==> config.mk <==
export PLATFORM = sky130hd
export DESIGN_NAME = trace_capture_buf
export DESIGN_NICKNAME = d
export VERILOG_FILES = /design/src/rtl/tcb_pkg.sv /design/src/rtl/tcb_ram.sv /design/src/rtl/tcb_acq.sv /design/src/rtl/tcb_regs.sv /design/src/rtl/trace_capture_buf.sv
export SDC_FILE = /design/constraint.sdc
export NUM_CORES = 1
export LEC_CHECK = 0
export ABC_AREA = 1
export BUFFER_PORTS_ARGS = -buffer_cell sky130_fd_sc_hd__buf_4
export CORE_MARGIN = 1.5
export CORE_UTILIZATION = 55
export DETAILED_ROUTE_END_ITERATION = 8
export PLACE_DENSITY = 0.73
export SETUP_SLACK_MARGIN = 0.1
export SYNTH_ARGS = -nofsm -noshare
export SYNTH_HDL_FRONTEND = slang
export SYNTH_SLANG_ARGS = --single-unit
==> constraint.sdc <==
create_clock -name clk -period 4.95 [get_ports clk]
set_clock_uncertainty 0.05 [all_clocks]
set_input_delay 0.2475 -clock clk [delete_from_list [all_inputs] [get_ports clk]]
set_output_delay 0.2475 -clock clk [all_outputs]
set_load 0.01 [all_outputs]
==> src/rtl/tcb_pkg.sv <==
package tcb_pkg;
  typedef enum logic [2:0] {
    RA_DEPTH  = 3'd0,
    RA_WIDTH  = 3'd1,
    RA_STATUS = 3'd2,
    RA_DATA   = 3'd3,
    RA_RPTR   = 3'd4,
    RA_WPTR   = 3'd5,
    RA_TCNT   = 3'd6,
    RA_CTRL   = 3'd7
  } tcb_addr_e;

  localparam int ST_FULL    = 0;
  localparam int ST_TRIG    = 1;
  localparam int ST_DONE    = 2;
  localparam int ST_DRAINED = 3;
endpackage

==> src/rtl/tcb_ram.sv <==
module tcb_ram #(
  parameter int DEPTH = 16,
  parameter int WIDTH = 24,
  localparam int AW = $clog2(DEPTH)
) (
  input  logic             clk,
  input  logic             we,
  input  logic [AW-1:0]    waddr,
  input  logic [WIDTH-1:0] wdata,
  input  logic             re,
  input  logic [AW-1:0]    raddr,
  output logic [WIDTH-1:0] rdata
);
  logic [WIDTH-1:0] mem [DEPTH];

  always_ff @(posedge clk) begin
    if (we) mem[waddr] <= wdata;
    if (re) rdata <= mem[raddr];
  end
endmodule

==> src/rtl/tcb_acq.sv <==
module tcb_acq #(
  parameter int DEPTH = 16,
  parameter int WIDTH = 24,
  localparam int AW = $clog2(DEPTH),
  localparam int CW = $clog2(DEPTH + 1)
) (
  input  logic             clk,
  input  logic             rst_n,
  input  logic             en,
  input  logic             start,
  input  logic             trig,
  input  logic             in_valid,
  input  logic [WIDTH-1:0] in_data,
  output logic             in_ready,
  input  logic             wptr_ld,
  input  logic [AW-1:0]    wptr_val,
  input  logic             cnt_ld,
  input  logic [CW-1:0]    cnt_val,
  output logic             ram_we,
  output logic [AW-1:0]    ram_waddr,
  output logic [WIDTH-1:0] ram_wdata,
  output logic [AW-1:0]    wptr,
  output logic [CW-1:0]    cnt,
  output logic [3:0]       status
);
  import tcb_pkg::*;

  logic             stg_v;
  logic [WIDTH-1:0] stg_d;
  logic [AW-1:0]    wptr_q;
  logic [CW-1:0]    cnt_q;
  logic             full_q, trig_q, done_q;
  logic             acc, exhausted, last_slot;

  assign exhausted = trig_q && (cnt_q == '0);
  assign in_ready  = en && !done_q && !exhausted;
  assign acc       = in_valid && in_ready;
  assign last_slot = (wptr_q == AW'(DEPTH - 1));

  // staging register: one cycle between acceptance and the RAM write
  always_ff @(posedge clk) begin
    if (!rst_n) begin
      stg_v <= 1'b0;
      stg_d <= '0;
    end else begin
      stg_v <= acc;
      if (acc) stg_d <= in_data;
    end
  end

  // write pointer and the wrap flag
  always_ff @(posedge clk) begin
    if (!rst_n) begin
      wptr_q <= '0;
      full_q <= 1'b0;
    end else begin
      if (start) full_q <= 1'b0;
      else if (stg_v && last_slot) full_q <= 1'b1;
      if (wptr_ld) wptr_q <= (wptr_val >= AW'(DEPTH - 1) + AW'(1) && DEPTH != (1 << AW)) ? '0 : wptr_val;
      else if (stg_v) wptr_q <= last_slot ? '0 : wptr_q + AW'(1);
    end
  end

  // trigger capture and post-trigger countdown
  always_ff @(posedge clk) begin
    if (!rst_n) begin
      trig_q <= 1'b0;
      done_q <= 1'b0;
      cnt_q  <= '0;
    end else begin
      if (start) trig_q <= 1'b0;
      else if (en && trig) trig_q <= 1'b1;
      if (start) done_q <= 1'b0;
      else if (exhausted) done_q <= 1'b1;
      if (cnt_ld) cnt_q <= cnt_val;
      else if (acc && trig_q && cnt_q != '0) cnt_q <= cnt_q - CW'(1);
    end
  end

  assign ram_we    = stg_v;
  assign ram_waddr = wptr_q;
  assign ram_wdata = stg_d;
  assign wptr      = wptr_q;
  assign cnt       = cnt_q;

  always_comb begin
    status = '0;
    status[ST_FULL]    = full_q;
    status[ST_TRIG]    = trig_q;
    status[ST_DONE]    = done_q;
    status[ST_DRAINED] = !stg_v;
  end


  ready_gate_chk: assert property (@(posedge clk) disable iff (!rst_n)
    in_ready |-> en);

  done_stall_chk: assert property (@(posedge clk) disable iff (!rst_n)
    done_q |-> !in_ready);

  full_sticky_chk: assert property (@(posedge clk) disable iff (!rst_n)
    (full_q && !start) |=> full_q);

  wptr_range_chk: assert property (@(posedge clk) disable iff (!rst_n)
    wptr_q < AW'(DEPTH - 1) + AW'(1) || DEPTH == (1 << AW));

  start_clear_chk: assert property (@(posedge clk) disable iff (!rst_n)
    start |=> (!full_q && !trig_q && !done_q));

  cnt_mono_chk: assert property (@(posedge clk) disable iff (!rst_n)
    !cnt_ld |=> cnt_q <= $past(cnt_q));
endmodule

==> src/rtl/tcb_regs.sv <==
module tcb_regs #(
  parameter int DEPTH = 16,
  parameter int WIDTH = 24,
  localparam int AW = $clog2(DEPTH),
  localparam int CW = $clog2(DEPTH + 1)
) (
  input  logic             clk,
  input  logic             rst_n,
  input  logic [2:0]       reg_addr,
  input  logic             reg_wr,
  input  logic             reg_rd,
  input  logic [31:0]      reg_wdata,
  output logic [31:0]      reg_rdata,
  input  logic [3:0]       status,
  input  logic [AW-1:0]    wptr,
  input  logic [CW-1:0]    cnt,
  output logic             en,
  output logic             demux,
  output logic             start,
  output logic             wptr_ld,
  output logic             cnt_ld,
  output logic [AW-1:0]    ld_ptr,
  output logic [CW-1:0]    ld_cnt,
  output logic             ram_re,
  output logic [AW-1:0]    ram_raddr,
  input  logic [WIDTH-1:0] ram_q
);
  import tcb_pkg::*;

  tcb_addr_e     addr;
  logic [1:0]    ctrl_q;
  logic [AW-1:0] rptr_q;
  logic [31:0]   rd_q;
  logic          sel_ram_q;
  logic          wdata_unused;
  logic          rptr_ld, data_rd, rptr_last;

  assign addr         = tcb_addr_e'(reg_addr);
  assign wdata_unused = ^reg_wdata;
  assign ld_ptr       = reg_wdata[AW-1:0];
  assign ld_cnt       = reg_wdata[CW-1:0];
  assign wptr_ld      = reg_wr && addr == RA_WPTR;
  assign cnt_ld       = reg_wr && addr == RA_TCNT;
  assign rptr_ld      = reg_wr && addr == RA_RPTR;
  assign start        = reg_wr && addr == RA_CTRL && reg_wdata[0] && !ctrl_q[0];
  assign data_rd      = reg_rd && addr == RA_DATA;
  assign rptr_last    = (rptr_q == AW'(DEPTH - 1));
  assign en           = ctrl_q[0];
  assign demux        = ctrl_q[1];
  assign ram_re       = data_rd;
  assign ram_raddr    = rptr_q;

  always_ff @(posedge clk) begin
    if (!rst_n) begin
      ctrl_q <= '0;
      rptr_q <= '0;
    end else begin
      if (reg_wr && addr == RA_CTRL) ctrl_q <= reg_wdata[1:0];
      if (rptr_ld) rptr_q <= ld_ptr;
      else if (data_rd) rptr_q <= rptr_last ? '0 : rptr_q + AW'(1);
    end
  end

  always_ff @(posedge clk) begin
    if (!rst_n) begin
      rd_q      <= '0;
      sel_ram_q <= 1'b0;
    end else if (reg_rd) begin
      sel_ram_q <= (addr == RA_DATA);
      case (addr)
        RA_DEPTH:  rd_q <= 32'(DEPTH);
        RA_WIDTH:  rd_q <= 32'(WIDTH);
        RA_STATUS: rd_q <= 32'(status);
        RA_RPTR:   rd_q <= 32'(rptr_q);
        RA_WPTR:   rd_q <= 32'(wptr);
        RA_TCNT:   rd_q <= 32'(cnt);
        RA_CTRL:   rd_q <= 32'(ctrl_q);
        default:   rd_q <= '0;
      endcase
    end
  end

  assign reg_rdata = sel_ram_q ? 32'(ram_q) : rd_q;


  rptr_step_chk: assert property (@(posedge clk) disable iff (!rst_n)
    (data_rd && !rptr_ld) |=>
      rptr_q == (($past(rptr_q) == AW'(DEPTH - 1)) ? '0 : $past(rptr_q) + AW'(1)));

  demux_hold_chk: assert property (@(posedge clk) disable iff (!rst_n)
    !(reg_wr && addr == RA_CTRL) |=> $stable(demux));
endmodule

==> src/rtl/trace_capture_buf.sv <==
module trace_capture_buf #(
  parameter int DEPTH = 16,
  parameter int WIDTH = 24,
  localparam int AW = $clog2(DEPTH),
  localparam int CW = $clog2(DEPTH + 1)
) (
  input  logic             clk,
  input  logic             rst_n,
  input  logic             in_valid,
  input  logic [WIDTH-1:0] in_data,
  output logic             in_ready,
  input  logic             trig_in,
  output logic             demux_mode,
  input  logic [2:0]       reg_addr,
  input  logic             reg_wr,
  input  logic             reg_rd,
  input  logic [31:0]      reg_wdata,
  output logic [31:0]      reg_rdata
);
  logic             en, start, wptr_ld, cnt_ld, ram_we, ram_re;
  logic [AW-1:0]    ld_ptr, wptr, ram_waddr, ram_raddr;
  logic [CW-1:0]    ld_cnt, cnt;
  logic [WIDTH-1:0] ram_wdata, ram_q;
  logic [3:0]       status;

  tcb_regs #(.DEPTH(DEPTH), .WIDTH(WIDTH)) u_regs (
    .clk(clk), .rst_n(rst_n), .reg_addr(reg_addr), .reg_wr(reg_wr),
    .reg_rd(reg_rd), .reg_wdata(reg_wdata), .reg_rdata(reg_rdata),
    .status(status), .wptr(wptr), .cnt(cnt), .en(en), .demux(demux_mode),
    .start(start), .wptr_ld(wptr_ld), .cnt_ld(cnt_ld), .ld_ptr(ld_ptr),
    .ld_cnt(ld_cnt), .ram_re(ram_re), .ram_raddr(ram_raddr), .ram_q(ram_q)
  );

  tcb_acq #(.DEPTH(DEPTH), .WIDTH(WIDTH)) u_acq (
    .clk(clk), .rst_n(rst_n), .en(en), .start(start), .trig(trig_in),
    .in_valid(in_valid), .in_data(in_data), .in_ready(in_ready),
    .wptr_ld(wptr_ld), .wptr_val(ld_ptr), .cnt_ld(cnt_ld), .cnt_val(ld_cnt),
    .ram_we(ram_we), .ram_waddr(ram_waddr), .ram_wdata(ram_wdata),
    .wptr(wptr), .cnt(cnt), .status(status)
  );

  tcb_ram #(.DEPTH(DEPTH), .WIDTH(WIDTH)) u_ram (
    .clk(clk), .we(ram_we), .waddr(ram_waddr), .wdata(ram_wdata),
    .re(ram_re), .raddr(ram_raddr), .rdata(ram_q)
  );
endmodule

# --- Word-level counts from Yosys, hierarchy flattened ---
# Memory sizes are Yosys's and may differ from the RTL's. A register that Yosys moved wholly into a read port is not among the register bits.
# Cells that the tools add are included.
classes:
  add_sub_neg: 3
  n_mul: 0
  div: 0
  order_cmp: 0
  eq_ne: 9
  shifts: 0
  mux: 12
  bitwise: 1
  n_reduce_logical: 26
ops:
  columns: ["op", "n"]
  rows:
  - ["case mux 5 bit (7 select lines)", 1]
  - ["two-way mux 32 bit", 1]
  - ["two-way mux 4 bit", 6]
  - ["logical AND 1 bit", 15]
  - ["== test 3 bit (second input constant)", 4]
  - ["two-way mux 5 bit", 2]
  - ["adder 4 x 1 -> 4 bit (second input constant)", 2]
  - ["== test 4 bit (second input constant)", 2]
  - ["== test 3 x 2 -> 1 bit (second input constant)", 2]
  - ["nonzero test 2 bit", 3]
  - ["zero test 5 bit", 1]
  - ["nonzero test 5 bit", 1]
  - ["subtractor 5 x 1 -> 5 bit (second input constant)", 1]
  - ["zero test 1 bit", 4]
  - ["== test 3 x 1 -> 1 bit (second input constant)", 1]
  - ["zero test 3 bit", 1]
  - ["two-way mux 1 bit", 2]
  - ["OR reduction 2 bit", 1]
  - ["NOT 1 bit", 1]
word_totals:
  reg_bits: 76
  latchBits: 0
  ram_bits: 384
  rom_bits: 0
  input_bits: 65
  output_inout_bits: 34
  word_cells: 63
  memories: 1
mem_list:
  columns: ["name", "words", "word_bits", "read_ports", "rd_ports_with_merged_regs", "wr", "line_no", "rtl"]
  rows:
  - ["u_ram.mem", 16, 24, 1, 1, 1, "tcb_ram.sv:14", "logic [WIDTH-1:0] mem [DEPTH];"]

# --- Logic depth before layout (Yosys ltp) ---
logic_depth:
  word_depth: 9
  mapped_depth: 10
  ltp_nobuf: 9

# --- Hierarchy ---
# Synthesis repeated with hierarchy kept, for this count alone.
hier_totals:
  cells_unflattened: 2101
  hier_area_um2: 20328.2
by_module_without_submodules:
  columns: ["mod", "instances", "cells_per_inst", "area_per_inst_um2", "seq_area_each_um2"]
  rows:
  - ["tcb_ram", 1, 1597, 17191.5, 12251.8]
  - ["tcb_acq", 1, 317, 2026.9, 740.7]
  - ["tcb_regs", 1, 187, 1109.8, 240.2]

# --- Least setup slack after synthesis ---
# Ideal clock, no wire load.
synth_path:
  kind: "register to register"
  from: "register u_acq.wptr_q[0], in the netlist u_acq.ram_waddr[0]"
  to: "memory u_ram.mem[15][0] (enable)"
  setup_time_ns: 0.406
  arrival_ns: 1.785
  required_time_ns: 4.494
  slack_ns: 2.709
  path_stages_with_launch: 4
  n_path_buf: 0
  synth_period_minus_slack_ns: 2.241
  cell_sequence: "dfxtp_1 > ha_1 > nand2_1 > nor2_1"
synth_rtl:
  columns: ["item", "line_no", "rtl"]
  rows:
  - ["start: declaration", "tcb_acq.sv:30", "logic [AW-1:0] wptr_q;"]
  - ["start signal: assignment", "tcb_acq.sv:59", "if (wptr_ld) wptr_q <= (wptr_val >= AW'(DEPTH - 1) + AW'(1) && DEPTH != (1 << AW)) ? '0 : wptr_val;"]
  - ["start signal: assignment", "tcb_acq.sv:60", "else if (stg_v) wptr_q <= last_slot ? '0 : wptr_q + AW'(1);"]
  - ["end: declaration", "tcb_ram.sv:14", null]
# Straight into the memory's write port.

# --- Worst setup path after layout ---
layout_path:
  from: "register u_acq.cnt_q[0], in the netlist u_acq.cnt[0]"
  to: "register u_acq.stg_d[14], in the netlist u_acq.ram_wdata[14]"
layout_between:
  elab_chain_cells: 5
layout_rtl:
  columns: ["item", "line_no", "rtl"]
  rows:
  - ["start: declaration", "tcb_acq.sv:31", "logic [CW-1:0] cnt_q;"]
  - ["start signal: assignment", "tcb_acq.sv:75", "if (cnt_ld) cnt_q <= cnt_val;"]
  - ["start signal: assignment", "tcb_acq.sv:76", "else if (acc && trig_q && cnt_q != '0) cnt_q <= cnt_q - CW'(1);"]
  - ["zero test 5 bit", "tcb_acq.sv:35", "assign exhausted = trig_q && (cnt_q == '0);"]
  - ["logical AND 1 bit", "tcb_acq.sv:35", null]
  - ["zero test 1 bit", "tcb_acq.sv:36", "assign in_ready = en && !done_q && !exhausted;"]
  - ["logical AND 1 bit", "tcb_acq.sv:36", null]
  - ["logical AND 1 bit", "tcb_acq.sv:37", "assign acc = in_valid && in_ready;"]
  - ["end signal: assignment", "tcb_acq.sv:47", "if (acc) stg_d <= in_data;"]
  - ["end: declaration", "tcb_acq.sv:29", "logic [WIDTH-1:0] stg_d;"]
# No other way between the ends.
# A chain may end at the register's enable or synchronous reset.

==> impl_metrics.ini <==
[sta]
setup-tns-final_ns = 0
fin_crit_sh_pct = 52.83
tightest_slew_ns = 1.185
slew-limit-headroom_pct = 20.97
hold_viol = 0
min_period_ns = 2.615
slew_viol_final = 0
fmax_mhz = 382.4
rsz0062_at_grt = false
setup_viol = 0

[layout]
finalNonFillerCells = 2179
final_nets = 1769
layout-drive-gt1-share_pct = 10.23
antenna_cells = 0
area_growth_pct = 13.12

[logic_synthesis]
synth_edf_count = 408
synth_area_sq_um = 18600
synthCells = 1631
synth.most_common_cell = edfxtp_1
synthFlopType = edfxtp_1
synth_top_area_cell = edfxtp_1
yosys_register_bits = 457
netlist_top_cells_count = edfxtp_1 (408), nor2_1 (338), nand2_1 (207), o21ai_0 (192), nand3_1 (76)
synth_warnings = 0
ys_seq_area_share_pct = 71.14
synth.top_cell.area_share_pct = 65.86
synthDistinctLibCells = 29
synthTopCellsByArea = edfxtp_1 (66%), nor2_1 (6.8%), dfxtp_1 (5.3%), o21ai_0 (5.2%), nand2_1 (4.2%)
synthArstFlopShare_pct = 0
syn_avg_cell_area_sq_um = 11.41

[floorplanning]
die_h_um = 186.9
initial_core_util_pct = 55.61
ios = 99
core-area_sq_um = 33450
die_x_um = 186.9
fp-row-count = 67
die-area_sq_um = 34930

[power_and_ir_drop]
leakage_nw = 8.462
powerDensity_nw_per_um2 = 372.6
ir_drop_mv = 0.3164
totalPowerFinal_mw = 7.840

[route]
first_pass_iters = 5
vias = 12290
wl_mm = 42.35
drt_drc_violations_left = 0
wl_per_cell_um = 19.43
drtAntennaViolNets = 0
vias_per_cell = 5.642
drt_first_iter_violations = 1512

[global_route]
overflow = 0
grt_max_degree = 109
grt_pass1_wl_mm = 65.23
antenna_found_initial = 0
track_usage_pct = 24.24
grt_pass1_vias = 11880

[cts]
cts-hold-fix-buffers = 24
numCtsBuffers = 45
cts_tree = done
path_clk_slew_ns = 0.06
clock-sinks = 457
htreeDepth = 2
cts_resized = 0
cts_buffer_depth = 3
cts_setup_buffers = 0
clock-root-buffer = clkbuf_16
clkLatencyLatePin_ns = 0.53

[place]
post-place-cells = 2075
place.gp.congestion = 0.8258
dpl.hpwl_mm = 23.08
io_buffers = 63

[worst_setup_path]
r2r_start = u_acq.cnt[0]
crit_path_end = u_acq.ram_wdata[14]
reg2reg_depth = 8
crit_required_ns = 5.28
cp-startpoint = u_acq.cnt[0]
r2r_slack_ns = 2.34
critical_path_class = flop to flop
crit_fanout = 26
startpoint_type = flop
end_kind = flop
r2r-end = u_acq.ram_wdata[14]
cp_data_arrival_time_ns = 2.95

[flow_run]
drv_cap = 0

[outcome]
status = complete, no violations

[hold_path]
hold_path_startpoint = in_data[16]
hold_class = primary input to flop
==> layer usage <==
| metal | GRT usage (%) | vias up | share of wire, % |
|---|---|---|---|
| met2 | 40.33 | 498 | 47 |
| li1 | - | 5828 | - |
| met1 | 33.50 | 5883 | 42 |
| met5 | 0 | - | 0 |
| met4 | 7.413 | 0 | 2.6 |
| met3 | 3.358 | 85 | 7.5 |
==> per-stage QoR <==
step / hold slack (ns) / instance area, sq um / setup slack [ns] / utilization (%)
after floorplan: 0.3180 / 18630 / 2.709 / -
after global placement: 0.4036 / 19370 / 2.496 / 57.91
after detailed placement: 0.4084 / 19370 / 2.432 / 57.91
after CTS: 0.02182 / 21040 / 2.403 / 62.91
after global routing: 0.03629 / 21040 / 2.145 / 62.91
final: 0.04006 / 21040 / 2.335 / 62.91
==> worst min-delay path by stage <==
stage                                to  slack (ns)  cells past startpoint
floorplan                  u_acq.cnt[4]        0.32                      2
global route        u_acq.ram_wdata[16]        0.04                      3
CTS                  u_acq.ram_wdata[9]        0.02                      3
finish              u_acq.ram_wdata[16]        0.04                      3
global placement           u_acq.done_q        0.40                      2
detailed placement       u_regs.rd_q[0]        0.41                      2
==> cells by family after synthesis <==
family,after synthesis,synth area share (%)
and+or+nand+nor,634,13.53
buffers and inverters,181,4.661
adders and majority gates,6,0.4036
xor gates and xnor gates,3,0.1413
other,1,0.02016
AOI/OAI and AO/OA,349,10.10
DFF,457,71.14
==> layout by cell type (no fill, tap or decap), types with 12 or more instances in the layout <==
cell type,instances
nand2_1,207
o211ai_1,48
dfxtp_1,47
dlygate4sd3_1,24
buf_4,91
o21ai_0,192
edfxtp_1,408
nor2_2,18
inv_1,70
clkinv_1,13
a21oi_1,37
nor2_1,321
nand3_1,76
o21ai_1,64
clkbuf_16,45
clkbuf_1,12
==> where the power goes <==
| part | switching, mW | internal (mW) |
|---|---|---|
| combinational | 0.208 | 0.119 |
| clock | 1.34 | 1.98 |
| sequential | 0.0244 | 4.16 |
==> worst max-delay path, stage by stage, from the launching register on <==
cell and delay (ns):
dfxtp_1 0.33, inv_1 0.09, ha_1 0.26, nand4_1 0.13, nand2_1 0.07, inv_2 0.39
nand2_1 0.77, nand2_1 0.27, a21oi_1 0.10
==> state kept, by name, summed over array words and instances, names as in the netlist <==
| name | cells |
|---|---|
| u_acq.ram_wdata | 24 |
| u_acq.cnt | 5 |
| u_regs.ram_raddr | 4 |
| u_ram.mem | 384 |
| u_regs.rd_q | 5 |
| u_regs.ctrl_q | 2 |
| u_acq.full_q | 1 |
| u_acq.done_q | 1 |
| u_acq.ram_we | 1 |
| u_ram.rdata | 24 |
| u_acq.ram_waddr | 4 |
| u_regs.sel_ram_q | 1 |
| u_acq.trig_q | 1 |
==> final cells by class <==
cell class,instances,area (sq um)
Sequential cell,457,13240
Fill cell,2487,12410
Multi-Input combinational cell,1000,4571
Clock buffer,57,1171
Timing Repair Buffer,116,943.4
Tap cell,448,560.5
Inverter,78,295.3
Clock inverter,23,260.3
Note: power is estimated with default switching activity, not from simulation.
